### src/rtl/irq_aggregator.sv
module irq_aggregator #(
  parameter int W     = 32,
  parameter int AW    = 12,
  parameter int PT_LO = 21,
  parameter int PT_HI = 30
) (
  input  logic          clk,
  input  logic          rst_n,
  input  logic [AW-1:0] bus_addr,
  input  logic          bus_rd,
  input  logic          bus_wr,
  input  logic [W-1:0]  bus_wdata,
  output logic [W-1:0]  bus_rdata,
  input  logic [W-1:0]  src_irq,
  output logic          irq_out,
  output logic [W-1:0]  fwd_irq
);
  localparam int OW = AW - 2;
  localparam logic [W-1:0] PT_MASK = ({W{1'b1}} >> (W - 1 - PT_HI)) & ({W{1'b1}} << PT_LO);
  localparam logic [OW-1:0] O_STAT = OW'(0), O_RAW = OW'(1), O_EN = OW'(2), O_ENCLR = OW'(3),
                            O_SW = OW'(4), O_SWCLR = OW'(5), O_PT = OW'(8), O_PTCLR = OW'(9);

  logic [W-1:0]  raw_q, en_q, pt_q, lvl;
  logic          sw_q;
  logic [OW-1:0] woff;

  assign woff = bus_addr[AW-1:2];
  assign lvl  = raw_q | {{(W-1){1'b0}}, sw_q};

  always_ff @(posedge clk or negedge rst_n) begin
    if (!rst_n) begin
      raw_q <= '0;
      en_q  <= '0;
      pt_q  <= '0;
      sw_q  <= 1'b0;
    end else begin
      raw_q <= src_irq;
      if (bus_wr) begin
        case (woff)
          O_EN:    en_q <= en_q | bus_wdata;
          O_ENCLR: en_q <= en_q & ~bus_wdata;
          O_SW:    if (|bus_wdata) sw_q <= 1'b1;
          O_SWCLR: if (|bus_wdata) sw_q <= 1'b0;
          O_PT:    pt_q <= pt_q | (bus_wdata & PT_MASK);
          O_PTCLR: pt_q <= pt_q & ~bus_wdata;
          default: ;
        endcase
      end
    end
  end

  assign irq_out = |(lvl & en_q);
  assign fwd_irq = lvl & pt_q;

  always_comb begin
    bus_rdata = '0;
    if (bus_rd) begin
      case (woff)
        O_STAT:  bus_rdata = lvl & en_q;
        O_RAW:   bus_rdata = lvl;
        O_EN:    bus_rdata = en_q;
        O_SW:    bus_rdata = {{(W-1){1'b0}}, lvl[0]};
        O_PT:    bus_rdata = pt_q;
        default: bus_rdata = '0;
      endcase
    end
  end
endmodule

### config.mk
export PLATFORM = sky130hd
export DESIGN_NAME = irq_aggregator
export DESIGN_NICKNAME = d
export VERILOG_FILES = /design/src/rtl/irq_aggregator.sv
export SDC_FILE = /design/constraint.sdc
export NUM_CORES = 1
export LEC_CHECK = 0
export BUFFER_PORTS_ARGS = -buffer_cell sky130_fd_sc_hd__buf_2
export CAP_MARGIN = 40
export CORE_ASPECT_RATIO = 1.25
export CORE_MARGIN = 10
export CORE_UTILIZATION = 46
export DETAILED_ROUTE_END_ITERATION = 16
export GPL_TIMING_DRIVEN = 0
export PLACE_DENSITY = 0.76
export SETUP_SLACK_MARGIN = 0.02
export SLEW_MARGIN = 40
export SYNTH_ARGS = -nofsm -noshare
export SYNTH_HDL_FRONTEND = slang
export SYNTH_SLANG_ARGS = --single-unit
### constraint.sdc
create_clock -name clk -period 1.9 [get_ports clk]
set_input_delay 0.285 -clock clk [delete_from_list [all_inputs] [get_ports clk]]
set_output_delay 0.285 -clock clk [all_outputs]
set_load 0.05 [all_outputs]
# ---- Word-level counts from Yosys, hierarchy flattened
# Cells that the tools add are included.
dict set report word_totals {
  input_bits 80
  word_cells 37
  out_inout_bits 65
  register_bits 97
}
dict set report classes {
  n_bitwise 8
  n_reduce_logical 9
  n_eq_ne 9
  muxes 7
}
# operator count
set op_table {}
lappend op_table {{32-bit case mux with 5 select lines} 1}
lappend op_table {{32-bit bitwise AND} 4}
lappend op_table {{32-bit case mux with 2 select lines} 2}
lappend op_table {{32-bit OR reduction} 2}
lappend op_table {{32-bit two-way mux} 1}
lappend op_table {{32-bit NOT} 1}
lappend op_table {{32-bit by 1-bit OR with 32-bit output} 1}
lappend op_table {{32-bit by 31-bit OR with 32-bit output} 1}
lappend op_table {{32-bit OR} 1}
lappend op_table {{10-bit by 2-bit == test with 1-bit output (second input constant)} 2}
lappend op_table {{10-bit by 3-bit == test with 1-bit output (second input constant)} 2}
lappend op_table {{10-bit by 4-bit == test with 1-bit output (second input constant)} 2}
lappend op_table {{10-bit by 1-bit == test with 1-bit output (second input constant)} 1}
lappend op_table {{10-bit zero test} 1}
lappend op_table {{2-bit nonzero test} 3}
lappend op_table {{2-bit inequality test (second input constant)} 2}
lappend op_table {{2-bit AND reduction} 2}
lappend op_table {{4-bit AND reduction} 1}
lappend op_table {{1-bit two-way mux} 2}
lappend op_table {{1-bit case mux with 2 select lines} 1}

# ---- Longest topological paths before layout
# Gate-level depths: netlist of the first run.
dict set report logic_depth {
  ltp_word 4
  depth_mapped 7
  depth_no_buf 4
}

# ---- Worst setup path after synthesis of the first run
# OpenSTA, ideal clock, no wires.
dict set report synth_timing {
  path_type {in2out}
  start {in bus_addr[4]}
  end {out bus_rdata[10]}
  slack_ps -507
  t_arrival_ps 2122
  path_stages 6
  path_cell_list {clkbuf_1 > or4b_2 > nor3_2 > buf_4 > o2bb2ai_1 > a22o_1}
}
dict set report synth_between {
  elab_chain_cells 3
  word_cells_on_any_way 7
}
# item line
set synth_rtl {}
lappend synth_rtl {{start, declared} 9} ;# input logic [AW-1:0] bus_addr,
lappend synth_rtl {{10-bit by 4-bit == test with 1-bit output (tied with other cells)} 58} ;# case (woff)
lappend synth_rtl {{32-bit case mux with 5 select lines *} 58}
lappend synth_rtl {{32-bit two-way mux *} 57} ;# if (bus_rd) begin
lappend synth_rtl {{end, declared} 13} ;# output logic [W-1:0] bus_rdata,
# Every way passes the cells marked *; elsewhere a longest branch is shown, timed or not.

# ---- Worst setup path in the final report of the first run
dict set report layout_timing {
  start {in bus_addr[7]}
  end {out bus_rdata[18]}
}
# The elaborated chain is that of the path after synthesis.

==> results of run 1 <==
## worst paths after layout
check / to / slack, ps / cells after the start
min reg2reg: pt_q[31]$_DFFE_PN0P_ / 560 / 1
min: raw_q[8]$_DFF_PN0_ / 30 / 1
max reg2reg: register / 1000 / 3
min in group asynchronous: raw_q[27]$_DFF_PN0_ / 370 / 2
max in group asynchronous: async pin / 880 / 3
max: bus_rdata[18] / -370 / 8
## synth_stat cells (all sizes together)
library cell and instances:
a21oi 50, nor3b 1, a222oi 1, nor4 13, nand2 4, or4b 1, and3 2, nand3 3
nor2b 1, buf 10, a22o 36, dfrtp 97, a221oi 5, o211a 1, xnor2 1, or4 1
nor3 3, maj3 1, a21boi 22, a22oi 4, or2 1, or3 1, o21ai 33, o2111ai 1
o2bb2ai 31, nand4 4, and2 32, a221o 1, or3b 1, nor2 5, inv 4, a31oi 30
clkbuf 24, mux2i 3
## power by group through the flow
| stage | logic (uW) | registers [uW] | clock network [uW] |
|---|---|---|---|
| after global placement | 304 | 2210 | 0 |
| after CTS | 361 | 2180 | 1870 |
| after global routing | 419 | 2190 | 1960 |
| after detailed placement | 323 | 2220 | 0 |
| final | 391 | 2190 | 1870 |
| after floorplan | 123 | 2190 | 0 |
## critical path: cells and delay by family
family                 cells  cell delay, ps
and+or+nand+nor            2             710
buffers and inverters      4             550
AOI/OAI and AO/OA          2             440
## area by class of cell
type | instances | share of cell area
inverters | 4 | 0.00206
clock inverters | 2 | 0.00533
well taps | 126 | 0.0217
flip-flops and latches | 97 | 0.334
plain buffers | 31 | 0.0451
clock buffers | 12 | 0.0353
diodes | 3 | 0.00103
repair buffers | 177 | 0.210
multi-input cells | 293 | 0.345
## cell families (layout without fill, tap and decap cells)
family,count (synthesis),in the layout
compound gates,215,215
xor+xnor,1,1
fa+ha+maj,1,1
buf+inv,38,226
flops,97,97
mux,3,3
other cells,0,3
simple gates,73,73
## stage by stage
step	worst slack, ps	power (uW)	util	setup TNS [ps]	area (um^2)
after CTS	-327	4410	0.729	-9790	7040
after detailed placement	-584	2540	0.606	-38470	5850
after global placement	-593	2520	0.601	-87500	5810
after floorplan	-111	2320	-	-3210	4950
after global routing	-395	4570	0.753	-11880	7270
final	-373	4450	0.753	-10980	7270
## per-layer routing
metal | routed length [um] | vias up | GRT usage
met4 | 730 | 0 | 0.109
met2 | 9150 | 379 | 0.405
li1 | - | 2048 | -
met1 | 6760 | 2412 | 0.304
met5 | 0 | - | 0
met3 | 2020 | 72 | 0.0597
## cell usage in the layout, fill, tap and decap left out, drive strengths merged, types with 4 or more instances in the layout
cell / Yosys / routed
a21boi: 22 / 22
a21oi: 50 / 50
a221oi: 5 / 5
a22o: 36 / 36
a22oi: 4 / 4
a31oi: 30 / 30
and2: 32 / 32
buf: 10 / 184
clkbuf: 24 / 35
dfrtp: 97 / 97
inv: 4 / 4
nand2: 4 / 4
nand4: 4 / 4
nor2: 5 / 5
nor4: 13 / 13
o21ai: 33 / 33
o2bb2ai: 31 / 31
## repair_timing
action / in CTS / in global routing
pin swaps: 20 / 19
hold buffers: 1 / 0
setup buffers: 19 / 9
resized for setup: 158 / 32
setup endpoints to repair: 66 / 80
hold endpoints to repair: 26 / 0
gates cloned: 6 / 2
==> impl_metrics.csv, run 1 <==
group,metric,value,unit
sta,hold_slack,32.2,ps
layout,seq_area,2430,um^2
routing,ant_nets,0,
cts,cts_inserted_buffers,9,
sta,period_needed,2270,ps
layout,nets,693,
synth,synthAdderAreaFrac,0.00219,
routing,vias_per_cell,6.59,
layout,instances_no_fill,745,
worst_setup_path,arrival,1990,ps
worst_setup_path,startpoint_type,"input port",
floorplan,ioPinCount,145,
sta,rsz0062_at_grt,"true",
grt,grt_use_total,0.249,
run_status,outcome,"finished with violations",
grt,grt_pass1_vias,5020,
grt,grt_pass1_wl,28.2,mm
synth,avgSynthCellArea,10.7,um^2
place,post-place-cells,694,
floorplan,dieWidth,109,um
floorplan,rows,40,
pwr,irDropWorstVdd,0.480,mV
floorplan,die_area,14400,um^2
grt,grt_max_degree,72,
synth,synth_cell_type_count,37,
cts,clk_pin_slew_worst_paths,70,ps
worst_setup_path,worstPathRequired,1620,ps
place,dpl.hpwl,11.9,mm
synth,netlist_top_cells_area,"dfrtp_1 (53%), a22o_1 (6.9%), o2bb2ai_1 (5.9%), a21oi_1 (5.5%), and2_1 (4.4%)",
routing,drt-initial-drc-count,646,
pwr,pwr-share-clk,0.421,
sta,slew_viol_final,0,
sta,worstMarginPinSlew,684,ps
hold_path,hold_class,"input port to register",
floorplan,coreArea,9660,um^2
sta,fin_ws,-373,ps
synth,synth-xor-area-share,0.00191,
layout,syn2layout_area_growth,58.9,%
pwr,p_sw,1090,uW
place,routabilityCongestion,0.876,
pwr,p_int,3350,uW
synth,ys_seq_area_frac,0.530,
sta,hold_violations,0,
synth,synth_top_area_frac,0.530,
synth,yosys-mux-area-fraction,0.00656,
synth,synth_nets,508,
routing,wl_per_cell,25.1,um
cts,clock-root-buffer,"clkbuf_16",
layout,num-fill-cells,588,
synth,synth_warnings,0,
sta,final.period_utilization,1.20,
routing,drc_errors,0,
cts,clock_sinks,97,
pwr,combPwrFrac,0.088,
floorplan,fp.dieH,132,um
pwr,swShare,0.246,
worst_setup_path,endpoint_kind,"primary output",
synth,synth_top_family_by_area,"compound AO/OA/AOI/OAI gates",
hold_path,worstHoldStart,"src_irq[8]",
layout,multi_input_area,2510,um^2
sta,slew_headroom,0.541,
cts,clock_path_buffers,2,
synth,synth-seq-cells,97,
synth,synth_area_leader_cell,"dfrtp_1",
floorplan,initial_core_util,0.474,
worst_setup_path,worst-path-max-fanout,8,
cts,clk_latency,350,ps
grt,grt.overflow.total,0,
pwr,p_seq_frac,0.491,
cts,htree_num_levels,3,
cts,cts_tree,"yes",
synth,synth_simple_gate_area_frac,0.103,
routing,first_pass_iters,5,
sta,skew,0,ps
sta,fmax,440,MHz
grt,antenna_found_initial,3,
pwr,power.density,611,nW/um^2
job,cap_violations,0,
worst_setup_path,crit_path_cell_trace,"buf_6, or4_4, nor2_4, buf_6, o211a_4, clkbuf_16, a22o_4, buf_8",
synth,synth_compound_area_frac,0.321,
synth,netlist_area,4580,um^2
worst_setup_path,crit_path_frequent_cell,"buf_6",
run_status,violations,"setup timing",
pwr,p_leak,0.00346,uW
routing,num_vias,4911,
worst_setup_path,crit_start,"bus_addr[7]",
place,io_buffers,139,
worst_setup_path,critPathSlowestCell,"or4_4",
worst_setup_path,crit_type,"input port to primary output",
sta,setup_viol,33,
layout,drive_gt1_frac,0.468,
routing,drt_wl_total,18.7,mm
worst_setup_path,cp_slowest_stage_delay,580,ps
synth,syn-instance-count,428,
Power figures use the tool's default switching activity.
==> run 2, diff against run 1 <==
- CTS_BUF_LIST: unset -> sky130_fd_sc_hd__clkbuf_8 sky130_fd_sc_hd__clkbuf_16
==> impl_metrics.csv, run 2 (same netlist as run 1, synthesis figures left out) <==
group,metric,value,unit
grt,grt_max_degree,72,
routing,drt-initial-drc-count,638,
grt,grt_pass1_vias,5020,
place,post-place-cells,694,
place,dpl.hpwl,11.9,mm
run_status,violations,"setup timing",
worst_setup_path,cp_slowest_stage_delay,580,ps
routing,ant_nets,0,
floorplan,fp.dieH,132,um
run_status,outcome,"finished with violations",
worst_setup_path,worst-path-max-fanout,8,
grt,grt_pass1_wl,28.2,mm
routing,first_pass_iters,5,
cts,clock_path_buffers,2,
layout,nets,693,
sta,slew_headroom,0.524,
cts,clk_latency,350,ps
cts,cts_inserted_buffers,9,
layout,multi_input_area,2510,um^2
place,io_buffers,139,
pwr,power.density,611,nW/um^2
sta,hold_violations,0,
layout,drive_gt1_frac,0.468,
sta,final.period_utilization,1.20,
cts,clock-root-buffer,"clkbuf_16",
routing,vias_per_cell,6.59,
worst_setup_path,crit_path_frequent_cell,"buf_6",
routing,drt_wl_total,18.7,mm
sta,slew_viol_final,0,
pwr,irDropWorstVdd,0.480,mV
routing,drc_errors,0,
hold_path,hold_class,"input port to register",
floorplan,coreArea,9660,um^2
sta,fmax,440,MHz
layout,instances_no_fill,745,
layout,layout_common_cells,"buf_2 (107), dfrtp_1 (96), a21oi_1 (50), buf_8 (37)",
worst_setup_path,startpoint_type,"input port",
cts,clk_pin_slew_worst_paths,70,ps
worst_setup_path,crit_path_cell_trace,"buf_6, or4_4, nor2_4, buf_6, o211a_4, clkbuf_16, a22o_4, buf_8",
routing,num_vias,4908,
floorplan,ioPinCount,145,
sta,worstMarginPinSlew,708,ps
floorplan,dieWidth,109,um
cts,clock_sinks,97,
grt,antenna_found_initial,3,
floorplan,initial_core_util,0.474,
place,routabilityCongestion,0.876,
worst_setup_path,critPathSlowestCell,"or4_4",
layout,seq_area,2430,um^2
sta,period_needed,2270,ps
routing,wl_per_cell,25.1,um
sta,rsz0062_at_grt,"true",
sta,skew,0,ps
cts,htree_num_levels,3,
pwr,power,4440,uW
worst_setup_path,endpoint_kind,"primary output",
floorplan,die_area,14400,um^2
grt,grt.overflow.total,0,
cts,cts_tree,"yes",
grt,grt_use_total,0.249,
sta,setup_viol,34,
job,cap_violations,0,
layout,syn2layout_area_growth,58.9,%
pwr,p_leak,0.00346,uW
worst_setup_path,arrival,1990,ps
floorplan,rows,40,
sta,fin_ws,-373,ps
worst_setup_path,worstPathRequired,1620,ps
layout,num-fill-cells,588,
layout,final_common_cell,"buf_2",
worst_setup_path,crit_type,"input port to primary output",
run 2: power by group:
part / switching, uW / internal [uW]
logic: 239 / 152
registers: 63.6 / 2120
clock network: 789 / 1080
run 2: path summary, 6_finish.rpt:
| path | depth (start not counted) | start | end | slack [ps] |
|---|---|---|---|---|
| min reg2reg | 1 | pt_q[31]$_DFFE_PN0P_ | pt_q[31]$_DFFE_PN0P_ | 560 |
| max reg2reg | 3 | register | register | 1000 |
| min in group asynchronous | 2 | rst_n | raw_q[27]$_DFF_PN0_ | 370 |
| max | 8 | bus_addr[7] | bus_rdata[18] | -370 |
| max in group asynchronous | 3 | rst_n | async pin | 890 |
| min | 1 | src_irq[8] | raw_q[8]$_DFF_PN0_ | 30 |
run 2: cell type report:
class                      instances  share of cell area
clock inverter                     3             0.00585
antenna                            3             0.00103
multi-input combinational        293               0.345
buffer                            31              0.0451
tap                              126              0.0217
sequential                        97               0.334
clock buffer                      11              0.0348
inverter                           4             0.00206
timing repair buffer             177               0.210
run 2: what timing repair did:
action,CTS,global route
endpoints found under the setup margin,66,80
pin swaps,20,19
cloned,6,2
setup buffers,19,9
gates resized for setup,158,32
hold endpoints to repair,26,0
hold buffers,1,0
run 2: worst max-delay path, delay by kind of cell:
| kind | cells | cell delay [ps] |
|---|---|---|
| buffers and inverters | 4 | 550 |
| AO/OA/AOI/OAI | 2 | 440 |
| AND/OR/NAND/NOR | 2 | 710 |
run 2: routing by layer:
layer	global-route usage	routed length, um
met1	0.304	6710
met5	0	0
met4	0.109	671
met2	0.405	9250
met3	0.0597	2040
run 2: metrics by stage:
step	TNS, ps	setup WS [ps]	cell area [um^2]	hold WS, ps	util
detailed placement	-38470	-584	5850	151	0.606
finish	-11020	-373	7270	32.4	0.753
global placement	-87500	-593	5810	392	0.601
CTS	-9790	-327	7040	31.6	0.729
global route	-11880	-395	7270	29.8	0.753
floorplan	-3210	-111	4950	-10.6	-
==> run 3, diff against run 2 <==
--- a/config.mk
+++ b/config.mk
@@ -20,2 +20,3 @@
 export SYNTH_HDL_FRONTEND = slang
 export SYNTH_SLANG_ARGS = --single-unit
+export TNS_END_PERCENT = 10
==> constraint.sdc (replaced) <==
create_clock -name clk -period 1.9 [get_ports clk]
set_input_delay 0.095 -clock clk [delete_from_list [all_inputs] [get_ports clk]]
set_output_delay 0.095 -clock clk [all_outputs]
set_load 0.05 [all_outputs]
==> impl_metrics.csv, run 3 (same netlist as run 1, synthesis figures left out) <==
group,metric,value,unit
sta,rsz0062_at_grt,"true",
layout,stdcell_area,6880,um^2
layout,layout_common_cells,"buf_2 (110), dfrtp_1 (96), dlygate4sd3_1 (61), a21oi_1 (50)",
worst_setup_path,worst-path-max-fanout,4,
pwr,irDropWorstVdd,0.448,mV
sta,hold_violations,0,
grt,antenna_found_initial,1,
worst_setup_path,cp_slowest_stage_delay,410,ps
routing,num_vias,4900,
grt,grt_pass1_wl,27.4,mm
floorplan,rows,40,
cts,clock_sinks,97,
place,post-place-cells,694,
worst_setup_path,worstPathRequired,1800,ps
routing,wl_per_cell,22.8,um
layout,multi_input_area,2140,um^2
routing,vias_per_cell,6.31,
floorplan,initial_core_util,0.474,
run_status,violations,"setup timing",
routing,first_pass_iters,5,
grt,grt_max_degree,71,
worst_setup_path,endpoint_kind,"primary output",
worst_setup_path,critPathSlowestCell,"dfrtp_1",
floorplan,die_area,14400,um^2
sta,worstMarginPinSlew,658,ps
sta,skew,0,ps
routing,drt-initial-drc-count,547,
routing,drt_wl_total,17.7,mm
grt,grt.overflow.total,0,
sta,hold_slack,15.1,ps
cts,cts_tree,"yes",
cts,htree_num_levels,3,
sta,fin_tns_setup,-659,ps
floorplan,coreArea,9660,um^2
sta,setup_viol,14,
hold_path,hold_class,"input port to register",
sta,fmax,497,MHz
floorplan,ioPinCount,145,
place,io_buffers,139,
cts,cts_inserted_buffers,9,
job,cap_violations,0,
pwr,p_leak,0.00318,uW
routing,ant_nets,0,
layout,final_util,0.713,
layout,num-fill-cells,667,
place,dpl.hpwl,11.9,mm
grt,grt_use_total,0.242,
pwr,power.density,630,nW/um^2
cts,clk_pin_slew_worst_paths,60,ps
worst_setup_path,arrival,1920,ps
grt,grt_pass1_vias,5024,
layout,final_common_cell,"buf_2",
worst_setup_path,startpoint_type,"register",
sta,fin_ws,-111,ps
cts,clk_latency,350,ps
floorplan,fp.dieH,132,um
cts,clock-root-buffer,"clkbuf_16",
worst_setup_path,crit_path_cell_trace,"a22o_1, a221oi_2, nand4_1, or3_4, buf_8",
routing,drc_errors,0,
run_status,outcome,"finished with violations",
place,placed_area,5510,um^2
layout,instances_no_fill,777,
layout,drive_gt1_frac,0.357,
sta,period_needed,2010,ps
layout,seq_area,2430,um^2
cts,clock_path_buffers,2,
sta,slew_headroom,0.558,
sta,slew_viol_final,0,
floorplan,dieWidth,109,um
place,routabilityCongestion,0.914,
sta,final.period_utilization,1.06,
layout,syn2layout_area_growth,50.4,%
layout,nets,727,
worst_setup_path,crit_type,"register to primary output",
## run 3: cell count changes in the layout (fill, tap and decap cells not counted), moves of 19 or more
| cell | change |
|---|---|
| dlygate4sd3_1 | +60 |
| o2bb2ai_1 | +20 |
| buf_8 | -19 |
| a22o_2 | +29 |
| o2bb2ai_2 | -19 |
| a22o_4 | -29 |
## run 3: final timing paths
kind	startpoint	to	slack [ps]	depth (start not counted)
worst min-delay path	bus_wdata[25]	register	20	2
worst max-delay path	register	irq_out	-110	5
worst max register to register	register	register	1010	3
worst min register to register	pt_q[13]$_DFFE_PN0P_	pt_q[13]$_DFFE_PN0P_	540	1
max in group asynchronous	rst_n	async pin	1040	3
min in group asynchronous	rst_n	pt_q[7]$_DFFE_PN0P_	210	2
## run 3: routing by layer
metal / global-route usage / part of all wire / wire length (um)
met5: 0 / 0 / 0
met3: 0.0479 / 0.087 / 1540
met2: 0.401 / 0.50 / 8830
met4: 0.118 / 0.048 / 846
met1: 0.288 / 0.37 / 6470
## run 3: what timing repair did
| action | 4_1_cts | 5_1_grt |
|---|---|---|
| resized for setup | 76 | 54 |
| pin swaps | 6 | 13 |
| endpoints found under the setup margin | 33 | 41 |
| hold buffers | 61 | 0 |
| gates cloned | 0 | 1 |
| buffers inserted | 4 | 4 |
| hold endpoints to repair | 176 | 0 |
## run 3: worst max-delay path: cells and delay by family, from the launching register on
family          cells  cell delay [ps]
flops               1              410
simple gates        2              520
buf+inv             1              160
compound gates      2              480
## run 3: stage by stage
step                power [uW]  setup slack [ps]
global placement          2510              -542
detailed placement        2530              -545
finish                    4330              -111
CTS                       4330             -92.1
floorplan                 2310              9.54
global route              4470              -163
## run 3: where the power goes
group          switching [uW]  total, uW  internal, uW
Combinational             236        453           217
Sequential               59.8       2180          2120
Clock                     787       1700           913
## run 3: layout make-up
cell class / instances / area share
clock inverters: 4 / 0.00436
clock buffers: 10 / 0.0347
inverters: 4 / 0.00218
repair buffers: 210 / 0.239
plain buffers: 32 / 0.0325
multi-input cells: 293 / 0.311
diodes: 1 / 0.000364
well taps: 126 / 0.0229
flip-flops and latches: 97 / 0.353
